[config.mk]
export PLATFORM = sky130hd
export DESIGN_NAME = dcb_word_encoder
export DESIGN_NICKNAME = d
export VERILOG_FILES = /design/src/rtl/dcb_pkg.sv /design/src/rtl/dcb_word_disparity.sv /design/src/rtl/dcb_rd_accum.sv /design/src/rtl/dcb_polarity_fsm.sv /design/src/rtl/dcb_word_encoder.sv
export SDC_FILE = /design/constraint.sdc
export NUM_CORES = 1
export LEC_CHECK = 0
export ABC_CLOCK_PERIOD_IN_PS = 16100
export BUFFER_PORTS_ARGS = -buffer_cell sky130_fd_sc_hd__buf_2
export CAP_MARGIN = 20
export CORE_ASPECT_RATIO = 2
export CORE_UTILIZATION = 55
export CTS_BUF_LIST = sky130_fd_sc_hd__clkbuf_4 sky130_fd_sc_hd__clkbuf_8
export CTS_CLUSTER_DIAMETER = 50
export DETAILED_ROUTE_END_ITERATION = 7
export PLACE_DENSITY = 0.84
export SYNTH_ARGS = -nofsm -noshare
export SYNTH_HDL_FRONTEND = slang
export SYNTH_SLANG_ARGS = --single-unit
[constraint.sdc]
create_clock -name clk -period 16.1 [get_ports clk]
set_input_delay 1.61 -clock clk [delete_from_list [all_inputs] [get_ports clk]]
set_output_delay 1.61 -clock clk [all_outputs]
set_load 0.03 [all_outputs]
[src/rtl/dcb_pkg.sv]
package dcb_pkg;

    // Encoder control states: balancing off, or the sign of the running total
    typedef enum logic [1:0] {
        ST_OFF  = 2'd0,
        ST_ZERO = 2'd1,
        ST_NEG  = 2'd2,
        ST_POS  = 2'd3
    } dcb_state_e;

endpackage

[src/rtl/dcb_word_disparity.sv]
module dcb_word_disparity #(
    parameter int DATA_W = 24,
    parameter int RD_W   = 6
) (
    input  logic [DATA_W-1:0]      word_i,
    output logic signed [RD_W-1:0] disp_o,
    output logic                   disp_pos_o
);
    localparam int CNT_W = $clog2(DATA_W + 1);

    logic [CNT_W-1:0] ones;

    always_comb begin
        ones = '0;
        for (int i = 0; i < DATA_W; i++) begin
            ones = ones + CNT_W'(word_i[i]);
        end
    end

    // ones minus zeros = 2*ones - DATA_W (modular intermediate, exact result)
    assign disp_o     = $signed(RD_W'(ones) << 1) - $signed(RD_W'(DATA_W));
    assign disp_pos_o = (disp_o > 0);

endmodule

[src/rtl/dcb_rd_accum.sv]
module dcb_rd_accum #(
    parameter int DATA_W = 24,
    parameter int RD_W   = 6
) (
    input  logic                   clk,
    input  logic                   rst_n,
    input  logic                   bal_en,
    input  logic                   in_valid,
    input  logic                   invert,
    input  logic signed [RD_W-1:0] word_disp,
    output logic signed [RD_W-1:0] rd_q,
    output logic                   nxt_neg,
    output logic                   nxt_zero
);
    localparam logic signed [RD_W-1:0] ONE = RD_W'(1);

    logic signed [RD_W-1:0] sym_disp;
    logic signed [RD_W-1:0] rd_next;

    // Symbol = {flag, word}: inverted word negates disparity, flag adds +1 or -1
    always_comb begin
        if (invert) begin
            sym_disp = ONE - word_disp;
        end else begin
            sym_disp = word_disp - ONE;
        end
        rd_next  = rd_q + sym_disp;
        nxt_neg  = (rd_next < 0);
        nxt_zero = (rd_next == 0);
    end

    always_ff @(posedge clk) begin
        if (!rst_n) begin
            rd_q <= '0;
        end else if (!bal_en) begin
            rd_q <= '0;
        end else if (in_valid) begin
            rd_q <= rd_next;
        end
    end

    AST_NO_OVERFLOW: assert property (@(posedge clk) disable iff (!rst_n)
        (rd_q >= -DATA_W) && (rd_q <= DATA_W + 1));

    AST_RD_HOLD: assert property (@(posedge clk) disable iff (!rst_n)
        (bal_en && !in_valid) |=> (rd_q == $past(rd_q)));

    AST_OFF_CLEAR: assert property (@(posedge clk) disable iff (!rst_n)
        !bal_en |=> (rd_q == 0));

endmodule

[src/rtl/dcb_polarity_fsm.sv]
module dcb_polarity_fsm
    import dcb_pkg::*;
(
    input  logic       clk,
    input  logic       rst_n,
    input  logic       bal_en,
    input  logic       in_valid,
    input  logic       word_pos,
    input  logic       nxt_neg,
    input  logic       nxt_zero,
    output logic       invert,
    output dcb_state_e state_q
);
    dcb_state_e state_d;
    dcb_state_e sign_state;

    always_comb begin
        if (nxt_zero) begin
            sign_state = ST_ZERO;
        end else if (nxt_neg) begin
            sign_state = ST_NEG;
        end else begin
            sign_state = ST_POS;
        end
    end

    // Transition logic
    always_comb begin
        state_d = state_q;
        if (!bal_en) begin
            state_d = ST_OFF;                      // T_DISABLE
        end else if (in_valid) begin
            state_d = sign_state;                  // T_TO_NEG / T_TO_ZERO / T_TO_POS
        end else begin
            unique case (state_q)
                ST_OFF:  state_d = ST_ZERO;        // T_ENABLE
                ST_ZERO: state_d = ST_ZERO;        // T_HOLD
                ST_NEG:  state_d = ST_NEG;         // T_HOLD
                ST_POS:  state_d = ST_POS;         // T_HOLD
            endcase
        end
    end

    // State register
    always_ff @(posedge clk) begin
        if (!rst_n) begin
            state_q <= ST_OFF;
        end else begin
            state_q <= state_d;
        end
    end

    // Output decision
    always_comb begin
        invert = 1'b0;
        unique case (state_q)
            ST_OFF:  invert = 1'b1;        // total is cleared while off: acts as zero
            ST_ZERO: invert = 1'b1;
            ST_NEG:  invert = !word_pos;
            ST_POS:  invert = word_pos;
        endcase
        invert = invert && bal_en && in_valid;
    end

    AST_ONLY_WHEN_ENABLED: assert property (@(posedge clk) disable iff (!rst_n)
        invert |-> bal_en);

endmodule

[src/rtl/dcb_word_encoder.sv]
module dcb_word_encoder
    import dcb_pkg::*;
#(
    parameter int DATA_W = 24
) (
    input  logic                                clk,
    input  logic                                rst_n,
    input  logic                                bal_en,
    input  logic                                in_valid,
    input  logic [DATA_W-1:0]                   in_word,
    output logic                                out_valid,
    output logic [DATA_W-1:0]                   out_word,
    output logic                                out_flag,
    output logic signed [$clog2(DATA_W+2):0]    out_rd
);
    localparam int RD_W = $clog2(DATA_W + 2) + 1;

    logic signed [RD_W-1:0] word_disp;
    logic                   word_pos;
    logic                   invert;
    logic                   nxt_neg;
    logic                   nxt_zero;
    logic signed [RD_W-1:0] rd_q;
    dcb_state_e             state_q;

    dcb_word_disparity #(.DATA_W(DATA_W), .RD_W(RD_W)) disp_i (
        .word_i     (in_word),
        .disp_o     (word_disp),
        .disp_pos_o (word_pos)
    );

    dcb_polarity_fsm fsm_i (
        .clk      (clk),
        .rst_n    (rst_n),
        .bal_en   (bal_en),
        .in_valid (in_valid),
        .word_pos (word_pos),
        .nxt_neg  (nxt_neg),
        .nxt_zero (nxt_zero),
        .invert   (invert),
        .state_q  (state_q)
    );

    dcb_rd_accum #(.DATA_W(DATA_W), .RD_W(RD_W)) acc_i (
        .clk       (clk),
        .rst_n     (rst_n),
        .bal_en    (bal_en),
        .in_valid  (in_valid),
        .invert    (invert),
        .word_disp (word_disp),
        .rd_q      (rd_q),
        .nxt_neg   (nxt_neg),
        .nxt_zero  (nxt_zero)
    );

    always_ff @(posedge clk) begin
        if (!rst_n) begin
            out_valid <= 1'b0;
            out_word  <= '0;
            out_flag  <= 1'b0;
        end else begin
            out_valid <= in_valid;
            out_flag  <= in_valid && invert;
            if (in_valid) begin
                out_word <= invert ? ~in_word : in_word;
            end
        end
    end

    assign out_rd = rd_q;

    AST_STATE_SIGN: assert property (@(posedge clk) disable iff (!rst_n)
        ((state_q == ST_ZERO) -> (rd_q == 0)) &&
        ((state_q == ST_NEG)  -> (rd_q < 0))  &&
        ((state_q == ST_POS)  -> (rd_q > 0)));

    AST_NEG_RISES: assert property (@(posedge clk) disable iff (!rst_n)
        (bal_en && in_valid && (rd_q < 0)) |=> (rd_q > $past(rd_q)));

    AST_POS_FALLS: assert property (@(posedge clk) disable iff (!rst_n)
        (bal_en && in_valid && (rd_q > 0)) |=> (rd_q < $past(rd_q)));

    AST_FLAG_IDLE: assert property (@(posedge clk) disable iff (!rst_n)
        !in_valid |=> !out_flag);

    AST_FLAG_OFF: assert property (@(posedge clk) disable iff (!rst_n)
        !bal_en |=> !out_flag);

endmodule

==> results.txt <==
Crit path DAT -> 8780 ps
Cell taking the most area after synthesis -> dfxtp_1
First-pass GRT wire length -> 8240 µm
Clock-pin slew on the worst setup and hold paths -> 80 ps
Placed Instances -> 352
Number of global-route vias before repair -> 1942
Period utilization -> 53.2%
Core area -> 0.00417 mm²
Top post-synthesis cells by count -> 39 x inv_1, 34 x dfxtp_1, 34 x xnor2_1, 29 x nand2_1, 24 x o211a_1
Flops & latches, synth -> 34
Distinct cells, synth -> 33
Async SR Flop Fraction -> 0%
Share of the synthesized area in the top cell type -> 28.1%
Total Wirelength -> 5050 µm
Synth Cell Area -> 0.00242 mm²
CP Class -> in -> reg
Overflow after GRT -> 0
Non-Filler Instances -> 361
Num CTS Buffers -> 5
Worst hold path startpoint -> out_word[21]$_SDFFE_PN0P_
Initial antenna violation count -> 0
Worst hold path class -> reg -> reg
Htree depth -> 2
CTS resizes -> 0
Area Growth Syn to Fin -> 18.0%
Clk Latency, worst-skew pair -> 290 ps
Root Buffer -> clkbuf_8
Top delay family on crit path -> adder cells
Starting Density -> 58.1%
Total global-route track usage -> 23.4%
Startpoint Class -> primary input
Slew @ Worst Pin -> 1040 ps
RR Startpoint -> fsm_i.state_q[0]$_SDFF_PN0_
Slew Limit Fails -> 0
Max cap viols -> 0
Ant diodes -> 0
Period minus WS final -> 8570 ps
Post-Syn Nets -> 317
# rows -> 33
DR pass1 iterations -> 4
Clock Tree Buf Depth -> 2
Endpoints failing setup -> 0
DR WL/cell -> 14.0 µm
Crit-path max FO -> 20
I/O pins -> 60
Setup crit start -> in_word[0]
DIE HEIGHT -> 95.9 µm
Slew margin rel. -> 30.8%
DP HPWL -> 3910 µm
Worst path slowest cell -> fa_1
Post-CTS setup buffer count -> 0
CTS tree -> built
Post-Syn Instances -> 254
Final Cell Area -> 0.00286 mm²
Vias/cell -> 5.35
Largest cells by area after synthesis -> dfxtp_1 28%, fa_1 15%, xnor2_1 12%
Die ar. -> 0.00469 mm²
Hold Violations, Final -> 0
Synth Flop Type -> dfxtp_1
Initial drt markers -> 15
Placed instance area -> 0.00274 mm²
Status -> finished clean
Worst path most repeated cell -> fa_1
Clk_skew -> 11.0 ps
Nature of the critical path endpoint -> register
Share of cells above drive strength 1 -> 23.9%
Most common cell in the netlist -> inv_1
Avg Inst Size Synth -> 9.55 µm²
Worst path required time -> 16320 ps
Die Wd -> 49.0 µm
RSZ-0062 raised after global routing -> no
Post-synth EDFFs -> 0
Highest clock rate -> 117 MHz
Largest net degree at the start of global routing -> 62
TritonCTS Sinks -> 34
Post-route ant nets -> 0
Vias -> 1932
# hold bufs at CTS -> 0
Port Buffers -> 59
Nets -> 371
Final GP Congestion -> 0.856
Final setup TNS -> 0 ps
DRC Markers -> 0
Fill cell count -> 359
Buffer and inverter count on the worst path -> 7
Seq/Total Area, Yosys -> 28.1%
Synth warnings -> 0
Largest stage delay, worst path -> 550 ps
metrics by stage:
| step | setup WS (ps) | utilization (%) | hold WS (ps) |
|---|---|---|---|
| floorplan | 7980 | - | 543 |
| global placement | 7200 | 65.8 | 457 |
| detailed placement | 6950 | 65.8 | 467 |
| CTS | 7250 | 67.9 | 484 |
| global route | 7240 | 68.6 | 494 |
| finish | 7530 | 68.6 | 482 |
placed cells by master (no fill, tap or decap), types with 2 or more instances in the layout:
cell type,n
nand2_1,29
dfxtp_1,34
fa_1,18
nand3_1,3
o211a_1,24
nor3b_1,2
ha_1,17
o21ai_0,2
nor2_1,5
and3_1,2
xor2_1,2
a211o_1,2
and2_1,3
mux2i_1,5
clkbuf_8,5
buf_2,59
xnor2_1,34
inv_1,39
a21oi_1,6
worst reg2reg max path: stages, from the launching register on:
cell and delay (ps):
dfxtp_1 330, xor2_1 200, a21oi_4 480, buf_16 240
xor2_1 250, ha_1 290, a211o_1 340, a2111o_1 390
and4_4 170, mux2i_1 180, nor3b_2 180
layer usage:
metal,vias up,GRT usage [%],share of wire (%)
li1,927,-,-
met1,932,21.9,35
met2,54,45.1,58
met3,19,3.95,3.2
met4,0,16.4,4.0
met5,-,0,0
registers in the layout (all words and copies together), names as in the netlist:
signal and flops:
out_word 24, acc_i.rd_q 6, fsm_i.state_q 2, out_flag 1, out_valid 1
worst paths after layout:
check                           endpoint  slack (ps)  cells past startpoint
max          fsm_i.state_q[0]$_SDFF_PN0_        7530                     27
min            out_word[21]$_SDFFE_PN0P_         480                      1
max reg2reg  fsm_i.state_q[0]$_SDFF_PN0_       12980                     10
min reg2reg    out_word[21]$_SDFFE_PN0P_         480                      1
final cells by class:
cell class	instances	area, µm²	share of cell area, %
Clock buffer	6	76.3	2.67
Sequential cell	34	681	23.8
Tap cell	52	65.1	2.27
Multi-Input combinational cell	168	1560	54.4
Clock inverter	2	13.8	0.481
Inverter	39	146	5.12
Timing Repair Buffer	60	323	11.3
cells by family after synthesis:
group | share of synthesized area, %
flops | 28.1
mux | 2.06
buf+inv | 8.26
xor+xnor | 13.0
fa+ha+maj | 23.6
simple gates | 9.39
compound gates | 15.6
Power is left out: the tool's default activity adds up to more than one toggle a clock period on the data nets, which glitch-free logic cannot reach.
